**config.mk**
```make
export PLATFORM = sky130hd
export DESIGN_NAME = lcd_dual_scan_refresh
export DESIGN_NICKNAME = d
export VERILOG_FILES = /design/src/rtl/lcd_scan_pkg.sv /design/src/rtl/lcd_char_phase.sv /design/src/rtl/lcd_scan_timing.sv /design/src/rtl/lcd_pair_fetch.sv /design/src/rtl/lcd_dual_scan_refresh.sv
export SDC_FILE = /design/constraint.sdc
export NUM_CORES = 1
export LEC_CHECK = 0
export BUFFER_PORTS_ARGS = -buffer_cell sky130_fd_sc_hd__clkbuf_2
export CAP_MARGIN = 40
export CORE_MARGIN = 1
export CORE_UTILIZATION = 40
export CTS_CLUSTER_DIAMETER = 30
export DETAILED_ROUTE_END_ITERATION = 6
export SYNTH_ARGS = -nofsm -noshare
export SYNTH_HDL_FRONTEND = slang
export SYNTH_SLANG_ARGS = --single-unit
```
**constraint.sdc**
```tcl
create_clock -name clk -period 1.92 [get_ports clk]
set_input_delay 0.192 -clock clk [delete_from_list [all_inputs] [get_ports clk]]
set_output_delay 0.192 -clock clk [all_outputs]
set_load 0.005 [all_outputs]
```
**src/rtl/lcd_scan_pkg.sv**
```systemverilog
`timescale 1ns/1ps
package lcd_scan_pkg;
  localparam int NIB_W  = 4;
  localparam int BYTE_W = 8;

  // Position inside one character period (four fast cycles)
  typedef enum logic [1:0] {
    PH_SETUP = 2'd0,
    PH_UPPER = 2'd1,
    PH_LOWER = 2'd2,
    PH_SHIFT = 2'd3
  } char_phase_e;
endpackage

```
**src/rtl/lcd_char_phase.sv**
```systemverilog
`timescale 1ns/1ps
module lcd_char_phase
  import lcd_scan_pkg::*;
(
  input  logic        clk,
  input  logic        rst_n,
  output char_phase_e ph_o,
  output logic        char_tick_o,
  output logic        shift_clk_o
);
  char_phase_e ph_q, ph_d;
  logic        sclk_q, sclk_d;

  always_comb begin
    ph_d   = char_phase_e'(2'(ph_q + 2'd1));
    sclk_d = (ph_d == PH_LOWER) || (ph_d == PH_SHIFT);
  end

  always_ff @(posedge clk or negedge rst_n) begin
    if (!rst_n) begin
      ph_q   <= PH_SETUP;
      sclk_q <= 1'b0;
    end else begin
      ph_q   <= ph_d;
      sclk_q <= sclk_d;
    end
  end

  assign ph_o        = ph_q;
  assign char_tick_o = (ph_q == PH_SHIFT);
  assign shift_clk_o = sclk_q;

  // the shift clock rises only on entry to phase 2
  p_sclk_rise_r2: assert property (@(posedge clk) disable iff (!rst_n)
    $rose(sclk_q) |-> (ph_q == PH_LOWER));
  // period boundaries are four cycles apart, never adjacent
  p_tick_gap_r2: assert property (@(posedge clk) disable iff (!rst_n)
    char_tick_o |=> !char_tick_o);
endmodule

```
**src/rtl/lcd_scan_timing.sv**
```systemverilog
`timescale 1ns/1ps
module lcd_scan_timing #(
  parameter int CHARS_PER_LINE  = 160,
  parameter int LINES_PER_FRAME = 240
) (
  input  logic clk,
  input  logic rst_n,
  input  logic char_tick_i,
  output logic lp_o,
  output logic fp_o
);
  localparam int CW = $clog2(CHARS_PER_LINE);
  localparam int LW = $clog2(LINES_PER_FRAME);
  localparam logic [CW-1:0] CHAR_LAST = CW'(CHARS_PER_LINE - 1);
  localparam logic [LW-1:0] LINE_LAST = LW'(LINES_PER_FRAME - 1);

  logic [CW-1:0] char_q, char_d;
  logic [LW-1:0] line_q, line_d;
  logic          lp_q, lp_d, fp_q, fp_d;

  always_comb begin
    char_d = char_q;
    line_d = line_q;
    lp_d   = lp_q;
    fp_d   = fp_q;
    if (char_tick_i) begin
      if (char_q == CHAR_LAST) begin
        char_d = '0;
        line_d = (line_q == LINE_LAST) ? '0 : line_q + 1'b1;
      end else begin
        char_d = char_q + 1'b1;
      end
      // pulses describe the period that starts now
      lp_d = (char_d == CHAR_LAST);
      fp_d = lp_d && (line_d == LINE_LAST);
    end
  end

  always_ff @(posedge clk or negedge rst_n) begin
    if (!rst_n) begin
      char_q <= '0;
      line_q <= '0;
      lp_q   <= 1'b0;
      fp_q   <= 1'b0;
    end else begin
      char_q <= char_d;
      line_q <= line_d;
      lp_q   <= lp_d;
      fp_q   <= fp_d;
    end
  end

  assign lp_o = lp_q;
  assign fp_o = fp_q;

  // line pulse only changes at a period boundary
  p_lp_hold_r3: assert property (@(posedge clk) disable iff (!rst_n)
    !char_tick_i |=> $stable(lp_q));
  // character counter stays inside the line
  p_char_range_r3: assert property (@(posedge clk) disable iff (!rst_n)
    int'(char_q) < CHARS_PER_LINE);
  // frame pulse never appears without the line pulse
  p_fp_with_lp_r4: assert property (@(posedge clk) disable iff (!rst_n)
    fp_q |-> lp_q);
  // line counter stays inside the frame
  p_line_range_r4: assert property (@(posedge clk) disable iff (!rst_n)
    int'(line_q) < LINES_PER_FRAME);
endmodule

```
**src/rtl/lcd_pair_fetch.sv**
```systemverilog
`timescale 1ns/1ps
module lcd_pair_fetch
  import lcd_scan_pkg::*;
#(
  parameter int HALF_BYTES = 19200,
  parameter int ADDR_W     = 16
) (
  input  logic              clk,
  input  logic              rst_n,
  input  char_phase_e       ph_i,
  input  logic              char_tick_i,
  input  logic [BYTE_W-1:0] rdata_i,
  output logic [ADDR_W-1:0] addr_o,
  output logic              rd_o,
  output logic [NIB_W-1:0]  upper_nib_o,
  output logic [NIB_W-1:0]  lower_nib_o
);
  localparam int PW = $clog2(HALF_BYTES);
  localparam logic [PW-1:0]     PTR_LAST = PW'(HALF_BYTES - 1);
  localparam logic [ADDR_W-1:0] LOW_BASE = ADDR_W'(HALF_BYTES);

  logic              pair_odd_q, pair_odd_d;
  logic [PW-1:0]     ptr_q, ptr_d;
  logic [ADDR_W-1:0] addr_q, addr_d;
  logic              rd_q, rd_d;
  logic [BYTE_W-1:0] hold_up_q, hold_up_d, hold_lo_q, hold_lo_d;
  logic [NIB_W-1:0]  up_q, up_d, lo_q, lo_d;
  logic              fetching;

  assign fetching = !pair_odd_q;

  always_comb begin
    pair_odd_d = char_tick_i ? !pair_odd_q : pair_odd_q;
    ptr_d      = ptr_q;
    if (char_tick_i && fetching)
      ptr_d = (ptr_q == PTR_LAST) ? '0 : ptr_q + 1'b1;

    addr_d = addr_q;
    rd_d   = 1'b0;
    if (fetching && ph_i == PH_SETUP) begin
      addr_d = ADDR_W'(ptr_q);
      rd_d   = 1'b1;
    end else if (fetching && ph_i == PH_UPPER) begin
      addr_d = ADDR_W'(ptr_q) + LOW_BASE;
      rd_d   = 1'b1;
    end

    hold_up_d = (fetching && ph_i == PH_UPPER) ? rdata_i : hold_up_q;
    hold_lo_d = (fetching && ph_i == PH_LOWER) ? rdata_i : hold_lo_q;

    up_d = up_q;
    lo_d = lo_q;
    if (ph_i == PH_SHIFT) begin
      up_d = fetching ? hold_up_q[BYTE_W-1:NIB_W] : hold_up_q[NIB_W-1:0];
      lo_d = fetching ? hold_lo_q[BYTE_W-1:NIB_W] : hold_lo_q[NIB_W-1:0];
    end
  end

  always_ff @(posedge clk or negedge rst_n) begin
    if (!rst_n) begin
      pair_odd_q <= 1'b0;
      ptr_q      <= '0;
      addr_q     <= '0;
      rd_q       <= 1'b0;
      hold_up_q  <= '0;
      hold_lo_q  <= '0;
      up_q       <= '0;
      lo_q       <= '0;
    end else begin
      pair_odd_q <= pair_odd_d;
      ptr_q      <= ptr_d;
      addr_q     <= addr_d;
      rd_q       <= rd_d;
      hold_up_q  <= hold_up_d;
      hold_lo_q  <= hold_lo_d;
      up_q       <= up_d;
      lo_q       <= lo_d;
    end
  end

  assign addr_o      = addr_q;
  assign rd_o        = rd_q;
  assign upper_nib_o = up_q;
  assign lower_nib_o = lo_q;

  // strobe only inside the fetch period of a pair
  p_strobe_pair_r5: assert property (@(posedge clk) disable iff (!rst_n)
    rd_q |-> !pair_odd_q);
  // panel nibbles change only on entry to a new period
  p_nib_hold_r6: assert property (@(posedge clk) disable iff (!rst_n)
    (ph_i != PH_SETUP) |-> ($stable(up_q) && $stable(lo_q)));
  // pointer never leaves the half-screen region
  p_ptr_range_r7: assert property (@(posedge clk) disable iff (!rst_n)
    int'(ptr_q) < HALF_BYTES);
  // upper read below the lower base, lower read at or above it
  p_upper_region_r8: assert property (@(posedge clk) disable iff (!rst_n)
    (rd_q && ph_i == PH_UPPER) |-> (addr_q < LOW_BASE));
  p_lower_region_r8: assert property (@(posedge clk) disable iff (!rst_n)
    (rd_q && ph_i == PH_LOWER) |-> (addr_q >= LOW_BASE));
endmodule

```
**src/rtl/lcd_dual_scan_refresh.sv**
```systemverilog
`timescale 1ns/1ps
module lcd_dual_scan_refresh
  import lcd_scan_pkg::*;
#(
  parameter int CHARS_PER_LINE  = 160,
  parameter int LINES_PER_FRAME = 240,
  parameter int ADDR_W          = 16
) (
  input  logic              clk,
  input  logic              rst_n,
  output logic [ADDR_W-1:0] sram_addr_o,
  output logic              sram_rd_o,
  input  logic [BYTE_W-1:0] sram_rdata_i,
  output logic              shift_clk_o,
  output logic              lp_o,
  output logic              fp_o,
  output logic [NIB_W-1:0]  upper_nib_o,
  output logic [NIB_W-1:0]  lower_nib_o
);
  localparam int HALF_BYTES = CHARS_PER_LINE * LINES_PER_FRAME / 2;

  char_phase_e ph;
  logic        char_tick;

  lcd_char_phase u_phase (
    .clk         (clk),
    .rst_n       (rst_n),
    .ph_o        (ph),
    .char_tick_o (char_tick),
    .shift_clk_o (shift_clk_o)
  );

  lcd_scan_timing #(
    .CHARS_PER_LINE  (CHARS_PER_LINE),
    .LINES_PER_FRAME (LINES_PER_FRAME)
  ) u_timing (
    .clk         (clk),
    .rst_n       (rst_n),
    .char_tick_i (char_tick),
    .lp_o        (lp_o),
    .fp_o        (fp_o)
  );

  lcd_pair_fetch #(
    .HALF_BYTES (HALF_BYTES),
    .ADDR_W     (ADDR_W)
  ) u_fetch (
    .clk         (clk),
    .rst_n       (rst_n),
    .ph_i        (ph),
    .char_tick_i (char_tick),
    .rdata_i     (sram_rdata_i),
    .addr_o      (sram_addr_o),
    .rd_o        (sram_rd_o),
    .upper_nib_o (upper_nib_o),
    .lower_nib_o (lower_nib_o)
  );
endmodule

```
==> impl_metrics.ini, run 1 <==
[run_status]
status = finished, final reports clean

[synthesis]
syn_area_sq_um = 3795
synth_top_area_share_pct = 50.77
ys_warn_count = 0
ys_seq_area_share_pct = 50.77
async_reset_ff_share_pct = 100.0
syn_avg_cell_area_sq_um = 10.17
synth_commonest_cells = 77 x dfrtp_1, 49 x nand2_1, 26 x o21ai_0
syn-num-nets = 394
ys_types = 52
syn_inst = 373
yosys-top-cells-area = dfrtp_1 51%, mux2_2 5.6%, nand2_1 4.8%
synth-seq-cells = 77
synth_top_flop_cell = dfrtp_1
yosysMostFrequentCell = dfrtp_1
synth_edf_count = 0
synth_largest_area_cell = dfrtp_1

[pwr]
p_per_area_nw_per_um2 = 680.3
vdd_drop_max_v = 0.0002932
power_leakage_uw = 0.002039

[final_layout]
nets = 443
diodes = 0
syn_to_final_growth_pct = 16.78
seq_area_sq_um = 1927
multi_input_area_sq_um = 1757
postLayoutCoreUtil_pct = 48.19
drive_above_1_share_pct = 24.36
nFillCells = 846

[global_routing]
overflow = 0
busiest_layer = met2
grt_util_all_layers_pct = 16.51
grtUsageMet1_pct = 22.86
grtUsageMet3_pct = 3.935
grt_pass1_wl_mm = 12.85
grt_max_degree = 53
gr-usage-met2_pct = 25.43
grt_pass1_vias = 2611
antenna_found_initial = 0

[worst_setup_path]
critPathKind = reg2reg
cp_data_arrival_time_ps = 2040
cp_max_fo = 7
r2r_end = u_timing.fp_o
cp-start-kind = flop
worst-endpoint-required_ps = 2180
rrSetupSlack_ps = 140
r2r_start = u_timing.char_q[0]
reg2regPathDepth = 6
end_kind = flop

[timing]
min_period_ps = 1781
worstMarginPinSlew_ps = 654.9
period_share_pct = 92.76
rsz0062_at_grt = no
setup-violations-final = 0
slew_viol_final = 0
max_freq_mhz = 561.5
slew_headroom_pct = 56.34
finalClockSkew_ps = 15.50
hold_viol_final = 0
setup-tns-final_ps = 0

[detailed_routing]
via_per_inst = 5.182
final_antenna_net_count = 0
drt_iter0_drc = 91
wl_per_cell_microns = 13.99
drt_wl_total_mm = 7.529
first_pass_iters = 4
drc = 0
vias = 2788

[clock_tree]
path_clk_slew_ps = 80
cts_tree = done
root_buffer = clkbuf_8
cts_inserted_buffers = 9
numClockSinks = 77
cts_max_path_buffers = 2
clk_latency_ps = 350
htreeDepth = 3

[place]
dp.final_hpwl_mm = 5.337
gp_congestion = 0.7991
port_buffers = 37

[job]
drv_cap = 0

[worst_hold_path]
worstHoldStart = sram_rdata_i[7]
min_path_type = in2reg
min_path_cells = 3
hold_end = u_fetch.hold_up_q[7]

[die]
die_area_sq_um = 9880
io_pins = 38
rows = 35
die_h_microns = 99.40
initial_core_util_pct = 41.27
die_w_microns = 99.40
coreArea_sq_um = 9196
-- through the flow --
step	hold WS, ps	instance area, sq um	setup slack (ps)	cells	total power [uW]
floorplan	-103.6	3795	81.39	373	1714
global placement	270.1	4192	160.1	520	1777
detailed placement	272.0	4192	129.8	520	1780
CTS	36.87	4405	92.45	537	3056
global route	43.72	4432	12.94	538	3157
finish	54.23	4432	138.9	538	3015
-- sequential cells by signal (all words and copies together) (netlist names) --
register	flops
u_fetch.hold_lo_q	8
u_fetch.hold_up_q	8
u_fetch.rd_o	1
u_timing.char_q	8
u_fetch.lower_nib_o	4
u_fetch.upper_nib_o	4
u_phase.ph_o	2
u_timing.lp_o	1
u_fetch.pair_odd_q	1
u_timing.line_q	8
u_fetch.addr_o	16
u_timing.fp_o	1
u_fetch.ptr_q	15
-- timing repair --
action	CTS	global route
buffers inserted	0	1
endpoints found under the setup margin	0	1
resized for setup	0	4
endpoints found under the hold margin	50	0
hold buffers	1	0
-- worst max-delay path, stage by stage, from the launching register on --
cell,delay [ps]
dfrtp_1,360
ha_2,210
nand4bb_4,190
o31a_2,380
a31oi_2,160
nand4_1,120
o32ai_2,270
-- kinds of logic after synthesis --
kind of cell / after synthesis / share of synthesized area, %
and+or+nand+nor: 131 / 18.30
AOI/OAI and AO/OA: 75 / 11.70
muxes: 28 / 8.012
xor gates and xnor gates: 18 / 4.154
DFF: 77 / 50.77
buffers and inverters: 33 / 3.429
adders and majority gates: 11 / 3.627
-- worst max-delay path by stage --
stage,from,end,slack (ps),depth (start not counted)
3_5_place_dp,u_timing.char_q[0],u_timing.fp_o,130,6
6_report,u_timing.char_q[0],u_timing.fp_o,140,6
3_3_place_gp,u_timing.char_q[0],u_timing.fp_o,160,6
4_1_cts,u_timing.char_q[0],u_timing.fp_o,90,6
2_1_floorplan,u_timing.char_q[1],u_timing.fp_o,80,7
5_1_grt,u_phase.ph_o[0],u_fetch.ptr_q[13],10,6
-- cell usage in the layout (no fill, tap or decap), types with 6 or more instances in the layout --
| cell type | instances |
|---|---|
| nand3_1 | 12 |
| nor2b_1 | 6 |
| a21oi_1 | 24 |
| xor2_1 | 7 |
| buf_4 | 19 |
| nand2b_1 | 7 |
| xnor2_1 | 11 |
| inv_1 | 14 |
| nor2_1 | 24 |
| ha_1 | 10 |
| clkbuf_8 | 9 |
| o21ai_0 | 26 |
| dfrtp_1 | 77 |
| mux2_2 | 19 |
| nand2_1 | 49 |
| clkbuf_2 | 36 |
| mux2i_1 | 9 |
-- power by group --
| group | total (uW) | switching, uW | internal (uW) |
|---|---|---|---|
| Sequential | 1660 | 13.3 | 1650 |
| Clock | 1270 | 654 | 617 |
| Combinational | 85.7 | 53.7 | 32.0 |
| Total | 3010 | 721 | 2290 |
-- final cells by class --
| class | count | share of cell area [%] |
|---|---|---|
| flip-flops and latches | 77 | 43.48 |
| multi-input cells | 263 | 39.64 |
| repair buffers | 57 | 7.962 |
| well taps | 111 | 3.134 |
| clock inverters | 7 | 1.807 |
| inverters | 14 | 1.186 |
| clock buffers | 9 | 2.795 |
-- metal layers --
| metal | wire [microns] | up-vias |
|---|---|---|
| met5 | 0 | - |
| met1 | 3641 | 1335 |
| met2 | 3510 | 51 |
| li1 | - | 1397 |
| met3 | 296 | 5 |
| met4 | 80 | 0 |
(Power assumes the default switching activity.)
==> run 2: changes to the inputs <==
Settings changed: SETUP_SLACK_MARGIN set to 0.15.
Clock period 1.92 ns to 2.3 ns, I/O delays scaled along.
==> impl_metrics.ini, run 2 (synthesized netlist as in run 1, its figures left out) <==
[clock_tree]
post-cts-setup-buffers = 0
clk_latency_ps = 360
cts_inserted_buffers = 9
path_clk_slew_ps = 80
cts_tree = done
cts_max_path_buffers = 2
numClockSinks = 77
root_buffer = clkbuf_8
htreeDepth = 3

[worst_setup_path]
rrSetupSlack_ps = 350
worst-endpoint-required_ps = 2560
cp_data_arrival_time_ps = 2210
slowest_stage = dfrtp_1
slowest_delay_ps = 480
end_kind = flop
critPathBufInv = 0
r2r_start = u_timing.char_q[1]
worstPathCellList = ha_4, nand4bb_4, o31a_2, a31oi_1, nand4_1, o32ai_1
r2r_end = u_timing.fp_o
worst-path-stages = 6
cp_max_fo = 8
cpLargestDelayFamily = compound AO/OA/AOI/OAI gates
reg2regPathDepth = 6
critPathKind = reg2reg
cp-start-kind = flop

[worst_hold_path]
hold_end = u_fetch.hold_up_q[2]
min_path_type = in2reg
worstHoldStart = sram_rdata_i[2]
min_path_cells = 3

[pwr]
clockPowerShare_pct = 43.9
p_per_area_nw_per_um2 = 592.5
intPower_uw = 2017
p_seq_share_pct = 53.2
vdd_drop_max_v = 0.0002951
p_sw_uw = 585.3
p_comb_share_pct = 2.9
swShare_pct = 22.49
power_leakage_uw = 0.002012

[global_routing]
grt_pass1_vias = 2587
grt_util_all_layers_pct = 16.28
overflow = 0
grt_max_degree = 55
antenna_found_initial = 0
grt_pass1_wl_mm = 12.60

[place]
dpl_worst_slack_ps = 255.5
port_buffers = 37
gp_congestion = 0.7659
dp.final_hpwl_mm = 5.129

[detailed_routing]
vias = 2725
drt_iter0_drc = 81
drc = 0
final_antenna_net_count = 0
wl_met2_mm = 3.357
drt-met1-wl_mm = 3.638
drt_wl_total_mm = 7.341
wl_met3_microns = 263
via_per_inst = 5.142
top_layer = met4
wl_per_cell_microns = 13.85
first_pass_iters = 4

[timing]
period_share_pct = 84.88
slew_headroom_pct = 69.18
finalClockSkew_ps = 8.849
setup-tns-final_ps = 0
setup_ws_ps = 347.8
worstMarginPinSlew_ps = 458.0
rsz0062_at_grt = no
hold_viol_final = 0
min_period_ps = 1952
max_freq_mhz = 512.2
slew_viol_final = 0
setup-violations-final = 0

[final_layout]
nFillCells = 857
drive_above_1_share_pct = 22.43
nets = 435
seq_area_sq_um = 1927
largest_register_ffs = 16
final_cell_mix = 77 x dfrtp_1, 49 x nand2_1, 36 x clkbuf_2
final_common_cell = dfrtp_1
diodes = 0
postLayoutCoreUtil_pct = 47.77
multi_input_area_sq_um = 1753
syn_to_final_growth_pct = 15.76

[die]
die_w_microns = 99.40
coreArea_sq_um = 9196
die_h_microns = 99.40
initial_core_util_pct = 41.27
io_pins = 38
die_area_sq_um = 9880
rows = 35

[job]
drv_cap = 0

[run_status]
status = finished, final reports clean
-- run 2: how the worst max path moves through the flow --
stage | end | start | slack [ps]
finish | u_timing.fp_o | u_timing.char_q[1] | 350
global route | u_timing.fp_o | u_timing.char_q[1] | 200
CTS | u_timing.fp_o | u_timing.char_q[1] | 210
detailed placement | u_timing.fp_o | u_timing.char_q[1] | 260
global placement | u_fetch.addr_o[4] | u_phase.ph_o[1] | 250
floorplan | u_timing.fp_o | u_timing.char_q[1] | 460
-- run 2: area by class of cell --
cell class / count / area share, %
clock buffer: 9 / 2.820
clock inverter: 7 / 2.222
inverter: 14 / 1.196
multi-input combinational: 263 / 39.90
sequential: 77 / 43.86
tap: 111 / 3.161
timing repair buffer: 49 / 6.836
-- run 2: power groups by stage --
stage	logic (uW)	clock network (uW)	registers (uW)
2_1_floorplan	20.4	0	1410
3_3_place_gp	69.5	0	1410
3_5_place_dp	77.2	0	1410
4_1_cts	78.8	1170	1380
5_1_grt	88.0	1230	1390
6_report	74.9	1140	1380
-- run 2: layer usage --
metal  up-vias  GRT usage, %
li1       1384             -
met2        34         24.95
met4         0         4.864
met1      1299         22.18
met3         8         5.130
met5         -             0
-- run 2: timing repair --
item / CTS / global route
hold buffers: 1 / 0
endpoints found under the hold margin: 23 / 0
gates resized for setup: 0 / 3
endpoints found under the setup margin: 0 / 3
-- run 2: through the flow --
| step | hold slack [ps] | area [sq um] | total power [uW] | instances |
|---|---|---|---|---|
| 2_1_floorplan | -65.59 | 3795 | 1431 | 373 |
| 3_3_place_gp | 445.4 | 4111 | 1480 | 511 |
| 3_5_place_dp | 161.7 | 4146 | 1489 | 513 |
| 4_1_cts | 78.99 | 4378 | 2637 | 530 |
| 5_1_grt | 76.49 | 4393 | 2710 | 530 |
| 6_report | 87.86 | 4393 | 2603 | 530 |
-- run 2: worst register-to-register path, stage by stage, from the launching register on --
cell       delay [ps]
dfrtp_1           480
ha_4              230
nand4bb_4         190
o31a_2            370
a31oi_1           190
nand4_1           130
o32ai_1           280
==> run 3: changes to the inputs <==
Clock period 2.3 ns to 1.85 ns, I/O delays scaled along.
==> impl_metrics.ini, run 3 (synthesized netlist as in run 1, its figures left out) <==
[run_status]
status = finished, final reports clean

[place]
dp_cells = 526
port_buffers = 37
dpl_worst_slack_ps = 88.16
dp.final_hpwl_mm = 5.488
gp_congestion = 0.7982

[detailed_routing]
drt_wl_total_mm = 7.806
final_antenna_net_count = 0
vias = 2860
wl_per_cell_microns = 14.24
drc = 0
via_per_inst = 5.219
drt_iter0_drc = 120
first_pass_iters = 5

[timing]
worstMarginPinSlew_ps = 476.7
rsz0062_at_grt = yes
setup_ws_ps = 128.8
setup-tns-final_ps = 0
finalClockSkew_ps = 11.99
slew_viol_final = 0
setup-violations-final = 0
min_period_ps = 1721
slew_headroom_pct = 68.22
period_share_pct = 93.04
max_freq_mhz = 581.0
hold_viol_final = 0

[worst_setup_path]
critPathKind = reg2reg
end_kind = flop
rrSetupSlack_ps = 130
r2r_end = u_timing.fp_o
cp_data_arrival_time_ps = 1980
worst-endpoint-required_ps = 2110
reg2regPathDepth = 5
r2r_start = u_timing.char_q[6]
cp_max_fo = 7
cp-start-kind = flop

[die]
rows = 35
coreArea_sq_um = 9196
die_w_microns = 99.40
io_pins = 38
die_area_sq_um = 9880
die_h_microns = 99.40
initial_core_util_pct = 41.27

[clock_tree]
cts_max_path_buffers = 2
htreeDepth = 3
clk_latency_ps = 350
root_buffer = clkbuf_8
numClockSinks = 77
path_clk_slew_ps = 90
cts_tree = done
cts_inserted_buffers = 9

[pwr]
vdd_drop_max_v = 0.0004357
p_per_area_nw_per_um2 = 680.3
power_leakage_uw = 0.002102

[job]
drv_cap = 0

[global_routing]
grt_util_all_layers_pct = 16.73
grt_max_degree = 36
grt_pass1_wl_mm = 12.92
antenna_found_initial = 0
overflow = 0
grt_pass1_vias = 2721

[final_layout]
final_common_cell = dfrtp_1
fin_cells = 548
largest_register_ffs = 16
postLayoutCoreUtil_pct = 49.55
final_cell_mix = 76 x dfrtp_1, 49 x nand2_1, 36 x clkbuf_2
nets = 453
drive_above_1_share_pct = 27.92
syn_to_final_growth_pct = 20.08
diodes = 0
nFillCells = 862

[worst_hold_path]
min_path_type = in2reg
worstHoldStart = sram_rdata_i[4]
hold_end = u_fetch.hold_up_q[4]
min_path_cells = 3
run 3: cell types whose count changed in the layout (fill, tap and decap cells not counted), moves of 2 or more:
| cell | previous run | this run |
|---|---|---|
| buf_4 | 11 | 28 |
| ha_1 | 10 | 8 |
| ha_2 | 0 | 2 |
| nor3_1 | 5 | 3 |
run 3: worst max path at each step:
stage | from | end | slack (ps) | cells past startpoint
2_1_floorplan | u_timing.char_q[1] | u_timing.fp_o | 60 | 7
3_3_place_gp | u_timing.char_q[1] | u_timing.fp_o | 160 | 6
3_5_place_dp | u_timing.char_q[0] | u_timing.fp_o | 90 | 6
4_1_cts | u_timing.char_q[1] | u_timing.fp_o | 140 | 6
5_1_grt | u_timing.char_q[1] | u_timing.fp_o | 20 | 6
6_report | u_timing.char_q[6] | u_timing.fp_o | 130 | 5
run 3: critical path: stages (launching register included):
cell,delay [ps]
dfrtp_1,430
nand4bb_4,340
nor4_4,300
xor2_1,170
nand4_1,110
o32ai_1,270
run 3: final cells by class:
| class | count | area (sq um) | share of cell area, % |
|---|---|---|---|
| clock buffer | 10 | 127.6 | 2.801 |
| clock inverter | 6 | 70.07 | 1.538 |
| inverter | 14 | 52.55 | 1.153 |
| multi-input combinational | 263 | 1808 | 39.68 |
| sequential | 77 | 1928 | 42.31 |
| tap | 111 | 138.9 | 3.048 |
| timing repair buffer | 67 | 431.7 | 9.473 |
run 3: power breakdown:
| group | total [uW] | internal (uW) | switching [uW] |
|---|---|---|---|
| clock network | 1290 | 633 | 653 |
| logic | 91.8 | 36.0 | 55.8 |
| registers | 1720 | 1710 | 14.3 |
| total | 3100 | 2380 | 723 |
run 3: what timing repair did:
action                     in CTS  in global routing
hold buffers                    1                  0
gates resized for setup         2                 14
pin swaps                       2                  1
setup buffers                   2                  3
hold endpoints to repair       33                  0
setup endpoints to repair       2                 25
gates cloned                    0                  0
run 3: metrics by stage:
| step | cell area (sq um) | power, uW | hold slack (ps) |
|---|---|---|---|
| 2_1_floorplan | 3806 | 1779 | -110.6 |
| 3_3_place_gp | 4242 | 1848 | 178.0 |
| 3_5_place_dp | 4242 | 1851 | 185.5 |
| 4_1_cts | 4481 | 3149 | 34.83 |
| 5_1_grt | 4557 | 3236 | 33.56 |
| 6_report | 4557 | 3100 | 43.34 |
run 3: layer usage:
metal / wire length, microns / GRT usage, %
met5: 0 / 0
met2: 3671 / 26.44
met3: 266 / 4.498
met1: 3742 / 22.50
met4: 126 / 5.317
